`config.mk`:
```
export PLATFORM = sky130hd
export DESIGN_NAME = udp_tx_framer
export DESIGN_NICKNAME = d
export VERILOG_FILES = /design/src/rtl/udp_tx_pkg.sv /design/src/rtl/udp_tx_crc32.sv /design/src/rtl/udp_tx_ipcsum.sv /design/src/rtl/udp_tx_hdr.sv /design/src/rtl/udp_tx_framer.sv
export SDC_FILE = /design/constraint.sdc
export NUM_CORES = 1
export LEC_CHECK = 0
export ABC_AREA = 1
export CAP_MARGIN = 10
export CORE_UTILIZATION = 40
export CTS_CLUSTER_SIZE = 8
export DETAILED_ROUTE_END_ITERATION = 8
export GPL_TIMING_DRIVEN = 1
export PLACE_DENSITY_LB_ADDON = 0.2
export SYNTH_ARGS = -nofsm -noshare
export SYNTH_HDL_FRONTEND = slang
export SYNTH_SLANG_ARGS = --single-unit
```
`constraint.sdc`:
```
create_clock -name clk -period 1.9 [get_ports clk]
set_input_delay 0.38 -clock clk [delete_from_list [all_inputs] [get_ports clk]]
set_output_delay 0.38 -clock clk [all_outputs]
set_load 0.02 [all_outputs]
```
`src/rtl/udp_tx_pkg.sv`:
```
package udp_tx_pkg;

  typedef enum logic [2:0] {
    ST_IDLE,
    ST_PRE,
    ST_HDR,
    ST_PAY,
    ST_PAD,
    ST_FCS,
    ST_GAP
  } tx_state_t;

  // Ethernet (14) + IPv4 (20) + UDP (8) header bytes
  localparam int HDR_BYTES  = 42;
  localparam int IP_UDP_HDR = 28;
  localparam int UDP_HDR    = 8;

  // One byte of reflected CRC-32, least significant bit first
  function automatic logic [31:0] crc32_step(input logic [31:0] c_in,
                                             input logic [7:0]  b);
    logic [31:0] c;
    c = c_in ^ {24'h0, b};
    for (int i = 0; i < 8; i++) begin
      c = c[0] ? ((c >> 1) ^ 32'hEDB88320) : (c >> 1);
    end
    return c;
  endfunction

endpackage

```
`src/rtl/udp_tx_crc32.sv`:
```
module udp_tx_crc32 (
  input  logic        clk,
  input  logic        rst_n,
  input  logic        init,
  input  logic        en,
  input  logic [7:0]  din,
  output logic [31:0] crc_q
);
  import udp_tx_pkg::*;

  logic [31:0] crc_d;

  always_comb begin
    crc_d = crc_q;
    if (init) begin
      crc_d = '1;
    end else if (en) begin
      crc_d = crc32_step(crc_q, din);
    end
  end

  always_ff @(posedge clk or negedge rst_n) begin
    if (!rst_n) begin
      crc_q <= '1;
    end else if (init || en) begin
      crc_q <= crc_d;
    end
  end

endmodule

```
`src/rtl/udp_tx_ipcsum.sv`:
```
module udp_tx_ipcsum #(
  parameter int LEN_W = 11
) (
  input  logic [LEN_W-1:0] pay_len,
  input  logic [31:0]      src_ip,
  input  logic [31:0]      dst_ip,
  output logic [15:0]      tot_len,
  output logic [15:0]      csum
);
  import udp_tx_pkg::*;

  localparam int NWORDS = 9;

  logic [15:0] words [NWORDS];
  logic [19:0] acc;
  logic [16:0] fold1;
  logic [16:0] fold2;

  assign tot_len = 16'(pay_len) + 16'(IP_UDP_HDR);

  always_comb begin
    words[0] = 16'h4500;
    words[1] = tot_len;
    words[2] = 16'h0000;
    words[3] = 16'h4000;
    words[4] = 16'h4011;
    words[5] = src_ip[31:16];
    words[6] = src_ip[15:0];
    words[7] = dst_ip[31:16];
    words[8] = dst_ip[15:0];
  end

  always_comb begin
    acc = '0;
    for (int i = 0; i < NWORDS; i++) begin
      acc = acc + {4'h0, words[i]};
    end
    fold1 = {1'b0, acc[15:0]} + {13'h0, acc[19:16]};
    fold2 = {1'b0, fold1[15:0]} + {16'h0, fold1[16]};
    csum  = ~fold2[15:0];
  end

endmodule

```
`src/rtl/udp_tx_hdr.sv`:
```
module udp_tx_hdr #(
  parameter int LEN_W = 11
) (
  input  logic [47:0]      src_mac,
  input  logic [47:0]      dst_mac,
  input  logic             bcast,
  input  logic [31:0]      src_ip,
  input  logic [31:0]      dst_ip,
  input  logic [15:0]      src_port,
  input  logic [15:0]      dst_port,
  input  logic [LEN_W-1:0] pay_len,
  input  logic [15:0]      tot_len,
  input  logic [15:0]      csum,
  input  logic [5:0]       idx,
  output logic [7:0]       hdr_byte
);
  import udp_tx_pkg::*;

  localparam int VW = HDR_BYTES * 8;

  logic [47:0]   dst_eff;
  logic [15:0]   udp_len;
  logic [VW-1:0] hvec;
  logic [VW-1:0] hshift;

  assign dst_eff = bcast ? 48'hFFFF_FFFF_FFFF : dst_mac;
  assign udp_len = 16'(pay_len) + 16'(UDP_HDR);

  assign hvec = {dst_eff, src_mac, 16'h0800,
                 8'h45, 8'h00, tot_len, 16'h0000, 16'h4000,
                 8'd64, 8'd17, csum, src_ip, dst_ip,
                 src_port, dst_port, udp_len, 16'h0000};

  assign hshift   = hvec << {idx, 3'b000};
  assign hdr_byte = hshift[VW-1 -: 8];

endmodule

```
`src/rtl/udp_tx_framer.sv`:
```
module udp_tx_framer #(
  parameter int MAX_PAYLOAD = 1472,
  parameter int LEN_W       = 11,
  parameter int PRE_BYTES   = 7,
  parameter int GAP_BYTES   = 12,
  parameter int MIN_FRAME   = 64
) (
  input  logic             clk,
  input  logic             rst_n,
  input  logic [47:0]      cfg_src_mac,
  input  logic [47:0]      cfg_dst_mac,
  input  logic             cfg_bcast,
  input  logic [31:0]      cfg_src_ip,
  input  logic [31:0]      cfg_dst_ip,
  input  logic [15:0]      cfg_src_port,
  input  logic [15:0]      cfg_dst_port,
  input  logic             pl_valid,
  output logic             pl_ready,
  input  logic [7:0]       pl_data,
  input  logic [LEN_W-1:0] pl_len,
  output logic             tx_en,
  output logic [7:0]       tx_data
);
  import udp_tx_pkg::*;

  localparam int CNT_W    = LEN_W;
  localparam int MIN_DATA = MIN_FRAME - 4 - HDR_BYTES;   // smallest unpadded payload
  localparam int FULL_MIN = MIN_FRAME + PRE_BYTES + 1;   // on-wire bytes incl. preamble
  localparam int FB_W     = LEN_W + 2;

  // reset: asynchronous assert, synchronous release
  logic [1:0] rst_pipe;
  logic       rst_int_n;

  always_ff @(posedge clk or negedge rst_n) begin
    if (!rst_n) rst_pipe <= 2'b00;
    else        rst_pipe <= {rst_pipe[0], 1'b1};
  end
  assign rst_int_n = rst_pipe[1];

  tx_state_t        st_q, st_d;
  logic [CNT_W-1:0] cnt_q, cnt_d;
  logic [LEN_W-1:0] len_q, len_d;
  logic [7:0]       byte_d, data_q;
  logic             en_d, en_q;
  logic             crc_init, crc_en;
  logic [31:0]      crc_q;
  logic [15:0]      tot_len, csum;
  logic [7:0]       hdr_byte;
  logic [LEN_W-1:0] pad_len;
  logic             has_pad;

  assign pad_len = (len_q < LEN_W'(MIN_DATA)) ? (LEN_W'(MIN_DATA) - len_q) : '0;
  assign has_pad = (pad_len != '0);

  udp_tx_ipcsum #(.LEN_W(LEN_W)) u_csum (
    .pay_len (len_q),
    .src_ip  (cfg_src_ip),
    .dst_ip  (cfg_dst_ip),
    .tot_len (tot_len),
    .csum    (csum)
  );

  udp_tx_hdr #(.LEN_W(LEN_W)) u_hdr (
    .src_mac  (cfg_src_mac),
    .dst_mac  (cfg_dst_mac),
    .bcast    (cfg_bcast),
    .src_ip   (cfg_src_ip),
    .dst_ip   (cfg_dst_ip),
    .src_port (cfg_src_port),
    .dst_port (cfg_dst_port),
    .pay_len  (len_q),
    .tot_len  (tot_len),
    .csum     (csum),
    .idx      (cnt_q[5:0]),
    .hdr_byte (hdr_byte)
  );

  udp_tx_crc32 u_crc (
    .clk   (clk),
    .rst_n (rst_int_n),
    .init  (crc_init),
    .en    (crc_en),
    .din   (byte_d),
    .crc_q (crc_q)
  );

  // next-state and output byte
  always_comb begin
    st_d     = st_q;
    cnt_d    = cnt_q;
    len_d    = len_q;
    byte_d   = 8'h00;
    en_d     = 1'b0;
    crc_init = 1'b0;
    crc_en   = 1'b0;
    pl_ready = 1'b0;
    unique case (st_q)
      ST_IDLE: begin
        if (pl_valid) begin
          len_d = (pl_len > LEN_W'(MAX_PAYLOAD)) ? LEN_W'(MAX_PAYLOAD) : pl_len;
          cnt_d = '0;
          st_d  = ST_PRE;
        end
      end
      ST_PRE: begin
        en_d     = 1'b1;
        crc_init = 1'b1;
        byte_d   = (cnt_q == CNT_W'(PRE_BYTES)) ? 8'hD5 : 8'h55;
        if (cnt_q == CNT_W'(PRE_BYTES)) begin
          cnt_d = '0;
          st_d  = ST_HDR;
        end else begin
          cnt_d = cnt_q + 1'b1;
        end
      end
      ST_HDR: begin
        en_d   = 1'b1;
        crc_en = 1'b1;
        byte_d = hdr_byte;
        if (cnt_q == CNT_W'(HDR_BYTES - 1)) begin
          cnt_d = '0;
          if (len_q != '0) st_d = ST_PAY;
          else             st_d = has_pad ? ST_PAD : ST_FCS;
        end else begin
          cnt_d = cnt_q + 1'b1;
        end
      end
      ST_PAY: begin
        en_d     = 1'b1;
        crc_en   = 1'b1;
        pl_ready = 1'b1;
        byte_d   = pl_valid ? pl_data : 8'h00;
        if (cnt_q == len_q - 1'b1) begin
          cnt_d = '0;
          st_d  = has_pad ? ST_PAD : ST_FCS;
        end else begin
          cnt_d = cnt_q + 1'b1;
        end
      end
      ST_PAD: begin
        en_d   = 1'b1;
        crc_en = 1'b1;
        if (cnt_q == pad_len - 1'b1) begin
          cnt_d = '0;
          st_d  = ST_FCS;
        end else begin
          cnt_d = cnt_q + 1'b1;
        end
      end
      ST_FCS: begin
        en_d   = 1'b1;
        byte_d = ~crc_q[{cnt_q[1:0], 3'b000} +: 8];
        if (cnt_q == CNT_W'(3)) begin
          cnt_d = '0;
          st_d  = ST_GAP;
        end else begin
          cnt_d = cnt_q + 1'b1;
        end
      end
      ST_GAP: begin
        if (cnt_q == CNT_W'(GAP_BYTES - 1)) begin
          cnt_d = '0;
          st_d  = ST_IDLE;
        end else begin
          cnt_d = cnt_q + 1'b1;
        end
      end
      default: st_d = ST_IDLE;
    endcase
  end

  // registers
  always_ff @(posedge clk or negedge rst_int_n) begin
    if (!rst_int_n) begin
      st_q   <= ST_IDLE;
      cnt_q  <= '0;
      len_q  <= '0;
      en_q   <= 1'b0;
      data_q <= 8'h00;
    end else begin
      st_q   <= st_d;
      cnt_q  <= cnt_d;
      en_q   <= en_d;
      data_q <= byte_d;
      if (st_q == ST_IDLE) len_q <= len_d;
    end
  end

  assign tx_en   = en_q;
  assign tx_data = data_q;

  // ---------------- assertions ----------------
  logic [4:0]      idle_run;
  logic [FB_W-1:0] fb_cnt;

  always_ff @(posedge clk or negedge rst_int_n) begin
    if (!rst_int_n) begin
      idle_run <= 5'(GAP_BYTES);
      fb_cnt   <= '0;
    end else begin
      if (en_q) idle_run <= '0;
      else if (idle_run < 5'(GAP_BYTES)) idle_run <= idle_run + 1'b1;
      if (en_q) fb_cnt <= fb_cnt + 1'b1;
      else      fb_cnt <= '0;
    end
  end

  assert_preamble_start_R1: assert property (@(posedge clk) disable iff (!rst_int_n)
    $rose(en_q) |-> (data_q == 8'h55));

  assert_ready_only_in_frame_R5: assert property (@(posedge clk) disable iff (!rst_int_n)
    pl_ready |=> en_q);

  assert_min_frame_R6: assert property (@(posedge clk) disable iff (!rst_int_n)
    $fell(en_q) |-> (fb_cnt >= FB_W'(FULL_MIN)));

  assert_len_clamped_R8: assert property (@(posedge clk) disable iff (!rst_int_n)
    (st_q != ST_IDLE) |-> (len_q <= LEN_W'(MAX_PAYLOAD)));

  assert_gap_kept_R9: assert property (@(posedge clk) disable iff (!rst_int_n)
    $rose(en_q) |-> (idle_run >= 5'(GAP_BYTES)));

endmodule

```
==> results.py <==
metrics = {
    "global_routing": {
        "overflow": 0,
        "grt_pass1_wl_um": 84100,
        "antenna_found_initial": 1,
        "grt_pass1_vias": 15300,
        "grt_max_degree": 33,
        "grt_use_total": 0.393,
    },
    "setup_path": {
        "crit_slowest_cell": "fa_1",
        "arrival_ps": 10160,
        "cpMostUsedCell": "nand2_1",
        "crit_fanout": 5,
        "crit_type": "reg -> reg",
        "cp-start-kind": "flip-flop",
        "critPathRequiredTime_ps": 2180,
        "rrSetupSlack_ps": -7980,
        "cp-end-kind": "flip-flop",
        "critPathMaxStageDelay_ps": 500,
    },
    "routing": {
        "drt-total-wl_um": 56600,
        "drt_pass1_iterations": 5,
        "vias": 15500,
        "routedWlPerCell_um": 19.9,
        "drc": 0,
        "drt_iter0_drc": 1528,
        "antenna_left": 0,
        "avgViaCountPerCell": 5.45,
    },
    "clock_network": {
        "h-tree-depth": 3,
        "cts_sinks": 68,
        "cts_root_buf": "clkbuf_16",
        "hold_buffers": 0,
        "clk_pin_slew_ps": 70,
        "cts_buffers": 9,
        "cts_tree": "yes",
        "cts.path.max_buffers": 2,
        "clock_latency_ps": 350,
    },
    "yosys": {
        "syn_area_mm2": 0.0109,
        "synth_seq_area_share": 0.160,
        "postSynth.asyncResetShare": 1.00,
        "synth_area_leaders": "nand2_1 (17%), inv_1 (9.2%), fa_1 (8.4%), dfrtp_1 (8.3%), dfstp_2 (7.7%)",
        "synth_top_area_share": 0.169,
        "ys_types": 57,
        "yosysWarnings": 0,
        "synth_edf_count": 0,
        "synth_ff_type": "dfrtp_1",
        "synth_most_common_cell": "nand2_1",
        "yosys_register_bits": 68,
        "synthCells": 1746,
        "synth_common_cells": "nand2_1 (491), inv_1 (266), nand3_1 (150)",
        "synth_top_cell_by_area": "nand2_1",
        "syn_nets": 2061,
        "avgSynthCellArea_um2": 6.25,
    },
    "hold_path": {
        "hp-class": "in -> async",
    },
    "final_layout": {
        "multi_input_area_mm2": 0.00925,
        "fillers": 2157,
        "nets": 2813,
        "finish.instance_area_mm2": 0.0198,
        "area_delta_synth_final_pct": 81.3,
        "drive_gt1_frac": 0.382,
        "ff_latch_area_mm2": 0.00175,
        "utilization": 0.736,
    },
    "power": {
        "powerDensity_mw_per_mm2": 1540,
        "ir_drop_mv": 1.18,
        "p_leak_nw": 9.77,
    },
    "place": {
        "portBuffers": 224,
        "hpwl_um": 43000,
        "globalplace.congestion": 0.989,
        "postPlaceCellArea_mm2": 0.0169,
    },
    "sta": {
        "clock.fmax_mhz": 101,
        "fin_crit_sh": 5.20,
        "finClkSkew_ps": 16.5,
        "drv_slew": 0,
        "tightest_slew_ps": 770,
        "holdWs_ps": 179,
        "period_needed_ps": 9880,
        "rsz0062_at_grt": "yes",
        "fin_ws_ps": -7980,
        "setup_viol": 54,
        "slew_headroom": 0.487,
        "hold_violations": 0,
    },
    "floorplan": {
        "die_area_mm2": 0.0279,
        "fp.coreArea_mm2": 0.0269,
        "die_h_um": 167,
        "pin_count": 225,
        "die_x_um": 167,
        "row_count": 60,
        "initial_core_util": 0.406,
    },
    "run_status": {
        "violations": "setup timing",
        "status": "finished, violations left",
    },
    "job": {
        "max_cap_violations": 0,
    },
}
[cell type report]
cell class | instances | share of cell area
tap | 341 | 0.0216
inverter | 285 | 0.0557
clock buffer | 9 | 0.0114
timing repair buffer | 799 | 0.351
clock inverter | 7 | 0.00411
antenna | 1 | 0.000127
multi-input combinational | 1335 | 0.468
sequential | 68 | 0.0885
[layer usage]
layer / vias to the layer above / track usage / routed length (um)
met2: 816 / 0.665 / 26300
li1: 7167 / - / -
met4: 0 / 0.138 / 2670
met5: - / 0 / 0
met3: 182 / 0.0645 / 4970
met1: 7330 / 0.507 / 22700
[state kept, by name, indices dropped and copies added, names as in the netlist]
name	cells
st_q	3
len_q	11
tx_en	1
cnt_q	11
tx_data	8
rst_pipe	2
u_crc.crc_q	32
[report_power, final]
group          leakage, nW  internal (mW)  switching, mW
Combinational         8.86           12.1           14.1
Sequential           0.767           2.16          0.234
Clock                0.149           1.04          0.810
Total                 9.77           15.3           15.1
[critical path, delay by kind of cell (launching register included)]
kind                       cells  cell delay [ps]
DFF                            1              400
xor gates and xnor gates       4              790
buffers and inverters         13             1180
AOI/OAI and AO/OA              3              420
and+or+nand+nor               41             4190
adders and majority gates      8             2780
[cell families (layout without fill, tap and decap cells)]
family,Yosys count,in the layout,synth area share
and+or+nand+nor,881,881,0.352
buffers and inverters,343,1100,0.122
AOI/OAI and AO/OA,278,278,0.156
adders and majority gates,100,100,0.146
xor gates and xnor gates,74,74,0.0628
DFF,68,68,0.160
other,1,2,0.000344
muxes,1,1,0.00103
[placed cells by master (no fill, tap or decap), drive strengths merged, types with 8 or more instances in the layout]
cell type	Yosys	layout
buf	26	576
nand2	528	528
inv	279	284
clkdlybuf4s50	0	223
nand3	158	158
nor2	135	135
o21ai	93	93
a21oi	76	76
xor2	68	68
ha	54	54
fa	46	46
dfrtp	36	36
dfstp	32	32
o22ai	32	32
nand4	24	24
nor3	22	22
o221ai	20	20
a221oi	11	11
clkbuf	32	9
a22oi	9	9
o211ai	8	8
[repair_timing]
item / in CTS / in global routing
setup endpoints to repair: 55 / 55
pin swaps: 77 / 104
resized for setup: 176 / 190
buffers inserted: 105 / 47
cloned: 1 / 0
[worst paths after layout]
| kind | end | depth (start not counted) | startpoint |
|---|---|---|---|
| hold reg to reg | tx_data[3] | 0 | rst_pipe[1] |
| min in group clk | rst_pipe[1] | 0 | rst_pipe[0] |
| max in group asynchronous | u_crc.crc_q[20] | 1 | rst_pipe[1] |
| hold / removal | rst_pipe[0] | 1 | rst_n |
| setup / recovery | u_crc.crc_q[22] | 69 | len_q[3] |
| setup reg to reg | u_crc.crc_q[22] | 69 | len_q[3] |
[metrics by stage]
step	instances	TNS [ps]	total power, mW	worst slack, ps
after floorplan	1746	-270090	13.1	-6740
after global placement	2684	-318930	21.2	-7940
after detailed placement	2684	-330980	21.4	-8200
after CTS	2798	-304120	26.7	-7410
after global routing	2844	-347310	32.3	-8480
final	2845	-327200	30.4	-7980
No activity file was read; power rests on OpenSTA's default activity.
